## config.mk

```make
export PLATFORM = sky130hd
export DESIGN_NAME = bru_top
export DESIGN_NICKNAME = d
export VERILOG_FILES = /design/src/rtl/bru_pkg.sv /design/src/rtl/bru_decode.sv /design/src/rtl/bru_target.sv /design/src/rtl/bru_cond.sv /design/src/rtl/bru_pc_reg.sv /design/src/rtl/bru_top.sv
export SDC_FILE = /design/constraint.sdc
export NUM_CORES = 1
export LEC_CHECK = 0
export CAP_MARGIN = 30
export CORE_MARGIN = 5
export CORE_UTILIZATION = 46
export DETAILED_ROUTE_END_ITERATION = 16
export GPL_TIMING_DRIVEN = 1
export PLACE_DENSITY = 0.95
export SLEW_MARGIN = 20
export SYNTH_ARGS = -nofsm -noshare
export SYNTH_HDL_FRONTEND = slang
export SYNTH_SLANG_ARGS = --single-unit
```

## constraint.sdc

```tcl
create_clock -name clk -period 5.45 [get_ports clk]
set_input_delay 0.545 -clock clk [delete_from_list [all_inputs] [get_ports clk]]
set_output_delay 0.545 -clock clk [all_outputs]
set_load 0.03 [all_outputs]
```

## src/rtl/bru_pkg.sv

```systemverilog
package bru_pkg;
  localparam logic [5:0] OPC_BR_EQ  = 6'h04;
  localparam logic [5:0] OPC_BR_NE  = 6'h05;
  localparam logic [5:0] OPC_BR_EQZ = 6'h06;
  localparam logic [5:0] OPC_BR_NEZ = 6'h07;

  typedef enum logic [2:0] {
    BK_NONE = 3'd0,
    BK_EQ   = 3'd1,
    BK_NE   = 3'd2,
    BK_EQZ  = 3'd3,
    BK_NEZ  = 3'd4
  } br_kind_e;
endpackage

```

## src/rtl/bru_decode.sv

```systemverilog
module bru_decode
  import bru_pkg::*;
#(
  parameter int INSN_W = 32,
  parameter int OPC_W  = 6,
  parameter int IDX_W  = 5,
  parameter int RS_LSB = 21,
  parameter int RT_LSB = 16,
  parameter int IMM_W  = 16
) (
  input  logic              valid,
  input  logic              kill,
  input  logic [INSN_W-1:0] instr,
  output br_kind_e          kind,
  output logic              idx_same,
  output logic [IMM_W-1:0]  imm
);
  logic [OPC_W-1:0] opc;
  logic [IDX_W-1:0] rs_idx;
  logic [IDX_W-1:0] rt_idx;

  assign opc      = instr[INSN_W-1 -: OPC_W];
  assign rs_idx   = instr[RS_LSB +: IDX_W];
  assign rt_idx   = instr[RT_LSB +: IDX_W];
  assign imm      = instr[IMM_W-1:0];
  assign idx_same = (rs_idx == rt_idx);

  always_comb begin
    kind = BK_NONE;
    if (valid && !kill) begin
      case (opc)
        OPC_W'(OPC_BR_EQ):  kind = BK_EQ;
        OPC_W'(OPC_BR_NE):  kind = BK_NE;
        OPC_W'(OPC_BR_EQZ): kind = BK_EQZ;
        OPC_W'(OPC_BR_NEZ): kind = BK_NEZ;
        default:            kind = BK_NONE;
      endcase
    end
  end
endmodule

```

## src/rtl/bru_target.sv

```systemverilog
module bru_target #(
  parameter int XLEN     = 32,
  parameter int IMM_W    = 16,
  parameter int ALIGN_SH = 2
) (
  input  logic [XLEN-1:0]  pc_inc,
  input  logic [IMM_W-1:0] imm,
  output logic [XLEN-1:0]  target
);
  localparam int EXT_W = XLEN - IMM_W;

  logic [XLEN-1:0] imm_sx;
  logic [XLEN-1:0] byte_off;

  generate
    if (EXT_W > 0) begin : g_ext
      assign imm_sx = {{EXT_W{imm[IMM_W-1]}}, imm};
    end else begin : g_trunc
      assign imm_sx = imm[XLEN-1:0];
    end
  endgenerate

  assign byte_off = imm_sx << ALIGN_SH;
  assign target   = pc_inc + byte_off;
endmodule

```

## src/rtl/bru_cond.sv

```systemverilog
module bru_cond
  import bru_pkg::*;
#(
  parameter int XLEN = 32
) (
  input  br_kind_e        kind,
  input  logic            idx_same,
  input  logic [XLEN-1:0] a,
  input  logic [XLEN-1:0] b,
  output logic            take
);
  logic same;
  logic a_zero;

  assign same   = idx_same | (a == b);
  assign a_zero = ~|a;

  always_comb begin
    case (kind)
      BK_EQ:   take = same;
      BK_NE:   take = ~same;
      BK_EQZ:  take = a_zero;
      BK_NEZ:  take = ~a_zero;
      default: take = 1'b0;
    endcase
  end
endmodule

```

## src/rtl/bru_pc_reg.sv

```systemverilog
module bru_pc_reg #(
  parameter int              XLEN       = 32,
  parameter logic [XLEN-1:0] RESET_PC   = '0,
  parameter int              STEP       = 4,
  parameter bit              DELAY_SLOT = 1'b0
) (
  input  logic            clk,
  input  logic            rst,
  input  logic            take,
  input  logic [XLEN-1:0] target,
  output logic [XLEN-1:0] fetch_pc,
  output logic            redirect,
  output logic            squash
);
  localparam logic [XLEN-1:0] STEP_V = XLEN'(STEP);

  always_ff @(posedge clk) begin
    if (rst) begin
      fetch_pc <= RESET_PC;
      redirect <= 1'b0;
    end else begin
      fetch_pc <= take ? target : fetch_pc + STEP_V;
      redirect <= take;
    end
  end

  generate
    if (DELAY_SLOT) begin : g_slot
      assign squash = 1'b0;
    end else begin : g_flush
      logic sq_q;
      always_ff @(posedge clk) begin
        if (rst) sq_q <= 1'b0;
        else     sq_q <= take;
      end
      assign squash = sq_q;
    end
  endgenerate
endmodule

```

## src/rtl/bru_top.sv

```systemverilog
module bru_top
  import bru_pkg::*;
#(
  parameter int              XLEN       = 32,
  parameter int              INSN_W     = 32,
  parameter int              OPC_W      = 6,
  parameter int              IDX_W      = 5,
  parameter int              RS_LSB     = 21,
  parameter int              RT_LSB     = 16,
  parameter int              IMM_W      = 16,
  parameter logic [XLEN-1:0] RESET_PC   = 32'h0000_1000,
  parameter bit              DELAY_SLOT = 1'b0
) (
  input  logic              clk,
  input  logic              rst,
  input  logic              id_valid,
  input  logic [INSN_W-1:0] id_instr,
  input  logic [XLEN-1:0]   id_pc_inc,
  input  logic [XLEN-1:0]   id_rs_val,
  input  logic [XLEN-1:0]   id_rt_val,
  output logic [XLEN-1:0]   fetch_pc,
  output logic              redirect,
  output logic              squash
);
  localparam int STEP     = INSN_W / 8;
  localparam int ALIGN_SH = $clog2(STEP);

  br_kind_e         kind;
  logic             idx_same;
  logic [IMM_W-1:0] imm;
  logic [XLEN-1:0]  target;
  logic             take;
  logic             kill;

  generate
    if (DELAY_SLOT) begin : g_keep_slot
      assign kill = 1'b0;
    end else begin : g_kill_slot
      assign kill = squash;
    end
  endgenerate

  bru_decode #(
    .INSN_W(INSN_W), .OPC_W(OPC_W), .IDX_W(IDX_W),
    .RS_LSB(RS_LSB), .RT_LSB(RT_LSB), .IMM_W(IMM_W)
  ) u_dec (
    .valid(id_valid), .kill(kill), .instr(id_instr),
    .kind(kind), .idx_same(idx_same), .imm(imm)
  );

  bru_target #(.XLEN(XLEN), .IMM_W(IMM_W), .ALIGN_SH(ALIGN_SH)) u_tgt (
    .pc_inc(id_pc_inc), .imm(imm), .target(target)
  );

  bru_cond #(.XLEN(XLEN)) u_cond (
    .kind(kind), .idx_same(idx_same), .a(id_rs_val), .b(id_rt_val), .take(take)
  );

  bru_pc_reg #(
    .XLEN(XLEN), .RESET_PC(RESET_PC), .STEP(STEP), .DELAY_SLOT(DELAY_SLOT)
  ) u_pc (
    .clk(clk), .rst(rst), .take(take), .target(target),
    .fetch_pc(fetch_pc), .redirect(redirect), .squash(squash)
  );
endmodule

```

==> metrics.md, run 1 <==
| Metric | Value |
|---|---|
| Area taken by flip-flops and latches | `660.6 um^2` |
| Pre-antenna DRT Iters | `5` |
| Placer Congestion | `0.9135` |
| Wire length per cell | `16.45 um` |
| Post-Synth Adder-Cell Area | `10.76%` |
| Commonest non-fill, non-tap cell in the layout | `clkdlybuf4s50_1` |
| Row Count | `32` |
| Hold-fix buffers, CTS | `0` |
| Cell leakage power | `2.027 nW` |
| Number of setup buffers added after CTS | `0` |
| Drt total wl | `11840 um` |
| Synth warn | `0` |
| Final period utilization | `63.14%` |
| Worst-path clk slew | `0.06 ns` |
| VDD IR-drop max | `90.41 uV` |
| Multi-input logic area | `2885 um^2` |
| GRT overflow | `0` |
| Relative slew slack | `57.37%` |
| Critical path startpoint category | `primary input` |
| Area grow syn2layout | `48.89%` |
| Vias in the first global route | `4167` |
| Worst hold start | `u_pc.fetch_pc[2]` |
| Placement Cell Area | `5391 um^2` |
| Antenna-violating nets left | `0` |
| Worst hold path class | `reg -> reg` |
| Initial antenna violation count | `0` |
| Clk_skew | `0.003954 ns` |
| Clk buf depth | `2` |
| CTS root buffer | `clkbuf_8` |
| Sink Count | `33` |
| PortBufs | `164` |
| Register area share after synthesis | `17.98%` |
| Post-CTS sizing | `0` |
| CTS tree | `yes` |
| EDFF count, synth | `0` |
| First-pass GRT wire length | `18820 um` |
| Worst skew pair latency | `0.28 ns` |
| Vias per Instance | `5.667` |
| Kind of critical path | `in -> reg` |
| Netlist cell types | `61` |
| Worst slew pin tran | `0.6374 ns` |
| CP Launch Point | `id_instr[15]` |
| Drt drc | `0` |
| Vias | `4080` |
| CP arrival | `3.59 ns` |
| TritonCTS Buffers | `5` |
| Post-synth net total | `618` |
| Layout cells sized above 1 | `5.178%` |
| Main synth FF type | `dfxtp_1` |
| Final net count | `779` |
| 1st-iter DRT viols | `191` |
| Largest net degree at the start of global routing | `43` |
| Fill cell count | `601` |
| Synth Area in Compound Gates | `22.06%` |
| Starting Density | `47.31%` |
| # diodes | `0` |
| Post-synthesis register bit count | `33` |
| Mux cell area share after synthesis | `1.634%` |
| Setup-failing EPs final | `0` |
| Power Density | `144.0 nW/um^2` |
| Worst Path Max Fanout | `15` |
| Max Clk Rate | `290.6 MHz` |
| Most frequent cells in the layout | `clkdlybuf4s50_1 (164), xnor2_1 (66), nor2_1 (56), dfxtp_1 (33), ha_1 (30)` |
| Worst setup EP type | `flip-flop` |
| Minimum clock period | `3.441 ns` |
| Simple-Gate Fraction of Synth Area | `22.64%` |
| Io pins | `165` |
| Dpl hpwl | `10260 um` |
| Setup tns final | `0 ns` |
| Xor/xnor cell area share of the yosys netlist | `21.42%` |
| Fin. Hold Viols | `0` |
| Synthesized area per cell | `8.059 um^2` |
| Number of max-cap violations | `0` |
| Final slew viol count | `0` |
| Htree depth | `2` |
| RSZ-0062 raised after global routing | `no` |
| Core area | `7767 um^2` |
| Gate Count Post-Synth | `456` |
| Reg2reg start | `u_pc.fetch_pc[4]` |
| Largest family of logic cells by synthesized area | `simple AND/OR/NAND/NOR gates` |
| Tot Pwr | `0.7880 mW` |
| Die area | `9876 um^2` |
| Tot GR Track Use | `23.04%` |
| Outcome | `finished, final reports clean` |
| Worst path required time | `5.60 ns` |
| Die Ht | `99.38 um` |
| Netlist Area Pre-Place | `3675 um^2` |
| Design area | `5472 um^2` |
| Ys async rst share | `0%` |
| Chip Width | `99.38 um` |
[synth_stat cells (all sizes together), types with 2 or more instances]
master   number  share of area (%)
a31oi         4               0.68
mux2i         6                1.6
ha           30                 10
nand4        16                2.7
nor3b         3               0.75
a21oi        21                3.2
a21o         14                2.9
nor4          9                1.9
dfxtp        33                 18
nor3          7                1.1
o21ai        18                2.7
a211o         4               0.95
o21a          3               0.61
nor2b         2               0.34
o21bai        3               0.61
a211oi       25                6.2
clkbuf        5               0.51
nand2        28                2.9
nand3        16                2.2
a2111oi       3                1.1
and2          3               0.51
o22ai         2               0.34
inv          13                1.3
buf           7                1.7
and3         10                1.7
o211ai        3               0.75
nand2b        3               0.51
nor2         56                5.7
xor2         23                5.7
or3           5               0.99
xnor2        66                 16
[critical path: stages]
cell and delay [ns]:
clkdlybuf4s50_1 0.88, ha_1 0.40, nand3_1 0.11, nor2_1 0.05
a221oi_1 0.41, o211ai_2 0.19, a31oi_1 0.32, nor3b_1 0.11
a211oi_1 0.32, a211o_1 0.18, o32ai_1 0.07
[kinds of logic after synthesis]
logic type | after synthesis
and+or+nand+nor | 164
xor gates and xnor gates | 89
adders and majority gates | 31
muxes | 6
buffers and inverters | 25
AOI/OAI and AO/OA | 108
DFF | 33
[per-layer routing]
| layer | share of wire, % | wire length (um) | up-vias | global-route usage (%) |
|---|---|---|---|---|
| li1 | - | - | 1987 | - |
| met1 | 36 | 4262 | 1892 | 24.35 |
| met2 | 54 | 6383 | 178 | 45.40 |
| met3 | 8.0 | 945 | 23 | 4.979 |
| met4 | 2.1 | 253 | 0 | 6.092 |
| met5 | 0 | 0 | - | 0 |
[final cells by class]
cell class / instances / area share, %
multi-input combinational: 398 / 52.73
tap: 102 / 2.332
clock buffer: 8 / 1.464
timing repair buffer: 166 / 30.51
inverter: 13 / 0.8918
sequential: 33 / 12.07
[final timing paths]
kind / depth (start not counted) / slack (ns) / to
setup / recovery: 11 / 2.01 / u_pc.fetch_pc[30]
hold / removal: 1 / 0.52 / u_pc.fetch_pc[2]
setup reg to reg: 8 / 3.12 / u_pc.fetch_pc[31]
hold reg to reg: 1 / 0.52 / u_pc.fetch_pc[2]
[registers in the layout, indices dropped and copies added, names as in the netlist]
| signal | flops |
|---|---|
| u_pc.redirect | 1 |
| u_pc.fetch_pc | 32 |
[report_power, final]
| part | internal [mW] | total [mW] | switching, mW |
|---|---|---|---|
| combinational | 0.196 | 0.361 | 0.165 |
| clock | 0.0906 | 0.175 | 0.0841 |
| sequential | 0.246 | 0.252 | 0.00597 |
[per-stage QoR]
step / utilization [%] / hold WS [ns] / worst slack, ns / std cells
after floorplan: - / 0.6417 / 2.588 / 456
after global placement: 69.15 / 0.4729 / 1.790 / 711
after detailed placement: 69.41 / 0.5086 / 1.747 / 712
after CTS: 70.44 / 0.5191 / 2.037 / 720
after global routing: 70.44 / 0.5504 / 1.739 / 720
final: 70.44 / 0.5217 / 2.009 / 720
Note: power is estimated with default switching activity, not from simulation.
==> run 2: changes to the inputs <==
--- a/config.mk
+++ b/config.mk
@@ -7,10 +7,10 @@
 export LEC_CHECK = 0
 export CAP_MARGIN = 30
 export CORE_MARGIN = 5
-export CORE_UTILIZATION = 46
+export CORE_UTILIZATION = 39
 export DETAILED_ROUTE_END_ITERATION = 16
 export GPL_TIMING_DRIVEN = 1
-export PLACE_DENSITY = 0.95
+export PLACE_DENSITY = 0.89
 export SLEW_MARGIN = 20
 export SYNTH_ARGS = -nofsm -noshare
 export SYNTH_HDL_FRONTEND = slang
==> constraint.sdc (replaced) <==
create_clock -name clk -period 3.11 [get_ports clk]
set_input_delay 0.311 -clock clk [delete_from_list [all_inputs] [get_ports clk]]
set_output_delay 0.311 -clock clk [all_outputs]
set_load 0.03 [all_outputs]
==> run 2 against run 1 <==
Net effect: power is 94% higher; sequential share of layout area down 0.29 points; critical path depth did not move; clock-buffer cell count down 2; cell area rose by 2.5%; global-route usage down 2.4 points; clock skew increased by 0.0013 ns; cell count is 3.1% higher; clock power up 140%.
==> metrics.md, run 2 (synthesis gave the netlist of run 1 again) <==
| Metric | Value |
|---|---|
| First-pass GRT wire length | `19380 um` |
| Clk_skew | `0.005300 ns` |
| Clk buf depth | `2` |
| # diodes | `0` |
| Drt drc | `0` |
| Met3 wire len | `902 um` |
| Die Ht | `107.1 um` |
| Outcome | `finished, final reports clean` |
| Crit-path leading delay family | `compound AO/OA/AOI/OAI gates` |
| Vias per Instance | `5.519` |
| CP most frequent cell | `nor2_1` |
| PortBufs | `164` |
| Routed met1 length | `4602 um` |
| Cell leakage power | `2.100 nW` |
| Routed wl met2 | `6545 um` |
| Setup-failing EPs final | `0` |
| CP cell instances | `clkdlybuf4s50_1 -> ha_1 -> nand3_1 -> nor2_1 -> a221oi_1 -> o211ai_2 -> and2_1 -> a311oi_1 -> xnor2_1 -> nor2_1 -> a211oi_2` |
| Post-CTS sizing | `0` |
| Worst Path Max Fanout | `7` |
| Worst Hold Path EP | `u_pc.fetch_pc[1]` |
| Worst setup EP type | `flip-flop` |
| Number of max-cap violations | `0` |
| Internal power | `1.051 mW` |
| Starting Density | `39.96%` |
| Area grow syn2layout | `52.60%` |
| Tot Pwr | `1.525 mW` |
| Critical path startpoint category | `primary input` |
| Hold-fix buffers, CTS | `0` |
| Max reg flops | `32` |
| Layout cells sized above 1 | `7.607%` |
| Drt total wl | `12380 um` |
| Critical path's slowest cell | `clkdlybuf4s50_1` |
| CTS tree | `yes` |
| Most frequent cells in the layout | `clkdlybuf4s50_1 (164), xnor2_1 (66), nor2_1 (56), dfxtp_1 (33), ha_1 (30)` |
| Htree depth | `2` |
| Core area | `9196 um^2` |
| Sequential Power Share | `28.9%` |
| Worst slew pin tran | `0.7518 ns` |
| Number of setup buffers added after CTS | `0` |
| Worst-case reg-to-reg path depth | `6` |
| CP arrival | `3.07 ns` |
| Placer Congestion | `0.8888` |
| Final design utilization | `60.98%` |
| Worst hold path class | `reg -> reg` |
| Switching share of power | `31.06%` |
| Final slew viol count | `0` |
| TritonCTS Buffers | `5` |
| Initial antenna violation count | `0` |
| Chip Width | `107.1 um` |
| CTS root buffer | `clkbuf_8` |
| Power Density | `272.0 nW/um^2` |
| Reg2reg start | `u_pc.redirect` |
| Final net count | `792` |
| Worst-path clk slew | `0.07 ns` |
| Row Count | `35` |
| Io pins | `165` |
| Worst hold start | `u_pc.fetch_pc[1]` |
| Worst skew pair latency | `0.29 ns` |
| Antenna-violating nets left | `0` |
| Biggest regs | `u_pc.fetch_pc x32, u_pc.redirect x1` |
| Vias | `4095` |
| Logic pwr share | `43.0%` |
| Fin Hold WS | `0.5027 ns` |
| Max Clk Rate | `348.9 MHz` |
| Switch Pwr | `0.4738 mW` |
| Clock share of power | `28.1%` |
| Max layer used | `met4` |
| 1st-iter DRT viols | `208` |
| Top reg by flops | `u_pc.fetch_pc` |
| Relative slew slack | `49.72%` |
| Pre-antenna DRT Iters | `4` |
| Wire length per cell | `16.69 um` |
| Final WS setup | `0.2439 ns` |
| Kind of critical path | `in -> reg` |
| Vias in the first global route | `4230` |
| Buf/Inv on CP | `1` |
| Final period utilization | `92.16%` |
| Die area | `11460 um^2` |
| Fin. Hold Viols | `0` |
| RSZ-0062 raised after global routing | `no` |
| Worst path required time | `3.32 ns` |
| Sink Count | `33` |
| Minimum clock period | `2.866 ns` |
| Dpl hpwl | `10770 um` |
| Register-to-register setup slack | `0.83 ns` |
| Pre-CTS worst setup slack | `-0.07251 ns` |
| Largest net degree at the start of global routing | `22` |
| Tot GR Track Use | `20.65%` |
| Hold Path Depth | `2` |
| Commonest non-fill, non-tap cell in the layout | `clkdlybuf4s50_1` |
| CP Launch Point | `id_instr[15]` |
| RR Endpoint | `u_pc.fetch_pc[18]` |
| Max stage delay on crit path | `0.58 ns` |
| GRT overflow | `0` |
| VDD IR-drop max | `180.8 uV` |
==> run 2: cell types whose count changed in the layout (fill, tap and decap cells not counted) <==
cell / before / now
buf_4: 1 / 15
clkbuf_1: 3 / 0
buf_12: 1 / 0
bufinv_16: 0 / 1
clkbuf_8: 5 / 6
clkinvlp_4: 0 / 1
==> run 2: routing by layer <==
layer  vias up  global-route usage [%]
met4         0                   7.306
met3        28                   5.117
met2       159                   40.35
met5         -                       0
li1       2010                       -
met1      1898                   20.89
==> run 2: worst min-delay path, stage by stage, from the launching register on <==
cell	delay, ns
dfxtp_1	0.32
mux2i_1	0.07
nor2_1	0.07
==> run 2: how the worst max path moves through the flow <==
stage                        end  slack [ns]  cells after the start
6_report       u_pc.fetch_pc[24]        0.24                     11
5_1_grt        u_pc.fetch_pc[24]        0.05                     12
4_1_cts        u_pc.fetch_pc[24]        0.24                     12
3_5_place_dp   u_pc.fetch_pc[24]       -0.07                     12
3_3_place_gp   u_pc.fetch_pc[30]      -0.004                     12
2_1_floorplan  u_pc.fetch_pc[30]        0.48                     11
==> run 2: power groups by stage <==
stage	clock network (mW)	registers [mW]	logic, mW
6_report	0.428	0.441	0.656
3_5_place_dp	0	0.451	0.649
3_3_place_gp	0	0.450	0.630
5_1_grt	0.450	0.442	0.709
2_1_floorplan	0	0.466	0.332
4_1_cts	0.433	0.441	0.652
==> run 2: stage by stage <==
stage / setup TNS (ns) / instances / cell area [um^2]
2_1_floorplan: 0 / 456 / 3675
3_5_place_dp: -0.1488 / 734 / 5488
6_report: 0 / 742 / 5608
5_1_grt: 0 / 742 / 5608
3_3_place_gp: -0.003909 / 734 / 5488
4_1_cts: 0 / 742 / 5608
==> run 2: area by class of cell <==
| type | instances | area (um^2) |
|---|---|---|
| well taps | 111 | 138.9 |
| fillers | 790 | 3588 |
| clock inverters | 2 | 37.54 |
| clock buffers | 6 | 82.58 |
| multi-input cells | 398 | 2885 |
| flip-flops and latches | 33 | 660.6 |
| inverters | 13 | 48.80 |
| repair buffers | 179 | 1754 |
==> run 3: changes to the inputs <==
--- a/config.mk
+++ b/config.mk
@@ -11,6 +11,7 @@
 export DETAILED_ROUTE_END_ITERATION = 16
 export GPL_TIMING_DRIVEN = 1
 export PLACE_DENSITY = 0.89
+export RECOVER_POWER = 100
 export SLEW_MARGIN = 20
 export SYNTH_ARGS = -nofsm -noshare
 export SYNTH_HDL_FRONTEND = slang
==> run 3 against run 2 <==
Net effect: sequential share of layout area rose by 0.071 points; clock power barely moved; global-route usage did not move; core utilization fell by 0.37 points; clock skew rose by 0.0019 ns; first-iteration DRC count rose by 0.48%; critical path type unchanged; highest routed layer unchanged.
==> metrics.md, run 3 (synthesis gave the netlist of run 1 again) <==
| Metric | Value |
|---|---|
| Final slew viol count | `0` |
| Vias per Instance | `5.507` |
| Core area | `9196 um^2` |
| Drt drc | `0` |
| Outcome | `finished, final reports clean` |
| Worst Path Max Fanout | `12` |
| Worst skew pair latency | `0.29 ns` |
| Row Count | `35` |
| Htree depth | `2` |
| Cell leakage power | `2.199 nW` |
| Worst slew pin tran | `0.7373 ns` |
| Number of setup buffers added after CTS | `0` |
| VDD IR-drop max | `180.5 uV` |
| Top reg by flops | `u_pc.fetch_pc` |
| Final net count | `792` |
| Worst hold path class | `reg -> reg` |
| Worst-path clk slew | `0.07 ns` |
| Pre-CTS worst setup slack | `-0.07251 ns` |
| Area grow syn2layout | `51.69%` |
| 1st-iter DRT viols | `209` |
| Initial antenna violation count | `0` |
| Final WS setup | `0.2118 ns` |
| Worst path required time | `3.28 ns` |
| Tot GR Track Use | `20.65%` |
| Chip Width | `107.1 um` |
| Clk_skew | `0.007158 ns` |
| Fill cell count | `797` |
| Fin. Hold Viols | `0` |
| Most frequent cells in the layout | `clkdlybuf4s50_1 (130), xnor2_1 (66), nor2_1 (56), dlygate4sd3_1 (34), dfxtp_1 (33)` |
| CTS root buffer | `clkbuf_8` |
| Wire length per cell | `16.61 um` |
| RSZ-0062 raised after global routing | `no` |
| GRT overflow | `0` |
| Setup tns final | `0 ns` |
| Clk buf depth | `2` |
| Layout cells sized above 1 | `6.656%` |
| Max reg flops | `32` |
| Commonest non-fill, non-tap cell in the layout | `clkdlybuf4s50_1` |
| Power Density | `272.3 nW/um^2` |
| Relative slew slack | `50.69%` |
| # diodes | `0` |
| Setup-failing EPs final | `0` |
| Critical path startpoint category | `primary input` |
| Hold-fix buffers, CTS | `0` |
| Dpl hpwl | `10770 um` |
| Worst setup EP type | `flip-flop` |
| Post-CTS sizing | `0` |
| CTS tree | `yes` |
| Kind of critical path | `in -> reg` |
| Die area | `11460 um^2` |
| Die Ht | `107.1 um` |
| Sink Count | `33` |
| PortBufs | `164` |
| Largest net degree at the start of global routing | `22` |
| CP arrival | `3.07 ns` |
| Pre-antenna DRT Iters | `4` |
| First-pass GRT wire length | `19380 um` |
| Max Clk Rate | `345.0 MHz` |
| Biggest regs | `u_pc.fetch_pc x32, u_pc.redirect x1` |
| Vias in the first global route | `4230` |
| Starting Density | `39.96%` |
| Vias | `4086` |
| TritonCTS Buffers | `5` |
| Final period utilization | `93.19%` |
| Final design utilization | `60.61%` |
| Antenna-violating nets left | `0` |
| Placer Congestion | `0.8888` |
| Drt total wl | `12320 um` |
| Io pins | `165` |
| Number of max-cap violations | `0` |
| Minimum clock period | `2.898 ns` |
run 3: cell types whose count changed in the layout (fill, tap and decap cells not counted), sizes merged:
| cell | change |
|---|---|
| buf | -1 |
| clkdlybuf4s50 | -34 |
| dlygate4sd3 | +34 |
| clkbuf | +1 |
run 3: final timing paths:
path / startpoint / endpoint / slack, ns / cells after the start
setup reg to reg: u_pc.redirect / u_pc.fetch_pc[25] / 0.68 / 5
hold / removal: u_pc.fetch_pc[1] / u_pc.fetch_pc[1] / 0.50 / 2
hold reg to reg: u_pc.fetch_pc[1] / u_pc.fetch_pc[1] / 0.50 / 2
setup / recovery: id_rs_val[15] / u_pc.fetch_pc[25] / 0.21 / 9
run 3: worst max-delay path, stage by stage:
cell and delay, ns:
clkdlybuf4s50_1 0.45, or4_1 0.57, nor4_1 0.19, nand4_1 0.15, o21ai_2 0.11, xor2_2 0.27, nand2_1 0.33, clkbuf_2 0.29
a2111oi_1 0.38
run 3: routing by layer:
metal  part of all wire (%)  vias up  track usage [%]
met3                    7.5       25            5.117
met2                     53      168            40.35
met1                     37     1886            20.89
li1                       -     2007                -
met5                      0        -                0
met4                    2.4        0            7.306
run 3: stage by stage:
stage | total power, mW | cell area, um^2 | hold slack (ns) | std cells
after floorplan | 0.7983 | 3675 | 0.4549 | 456
after global routing | 1.595 | 5574 | 0.5300 | 742
after detailed placement | 1.099 | 5488 | 0.4907 | 734
after global placement | 1.080 | 5488 | 0.4746 | 734
after CTS | 1.526 | 5608 | 0.5083 | 742
final | 1.518 | 5574 | 0.5000 | 742
run 3: where the power goes:
group          total, mW  switching [mW]  internal (mW)
logic              0.649           0.294          0.355
clock network      0.428           0.168          0.261
registers          0.441         0.00966          0.431
total               1.52           0.471           1.05
run 3: cell type report:
type / instances / area (um^2) / share of cell area, %
multi-input cells: 398 / 2854 / 51.20
well taps: 111 / 138.9 / 2.492
flip-flops and latches: 33 / 660.6 / 11.85
repair buffers: 179 / 1752 / 31.43
clock buffers: 6 / 82.58 / 1.481
clock inverters: 2 / 37.54 / 0.6734
inverters: 13 / 48.80 / 0.8754
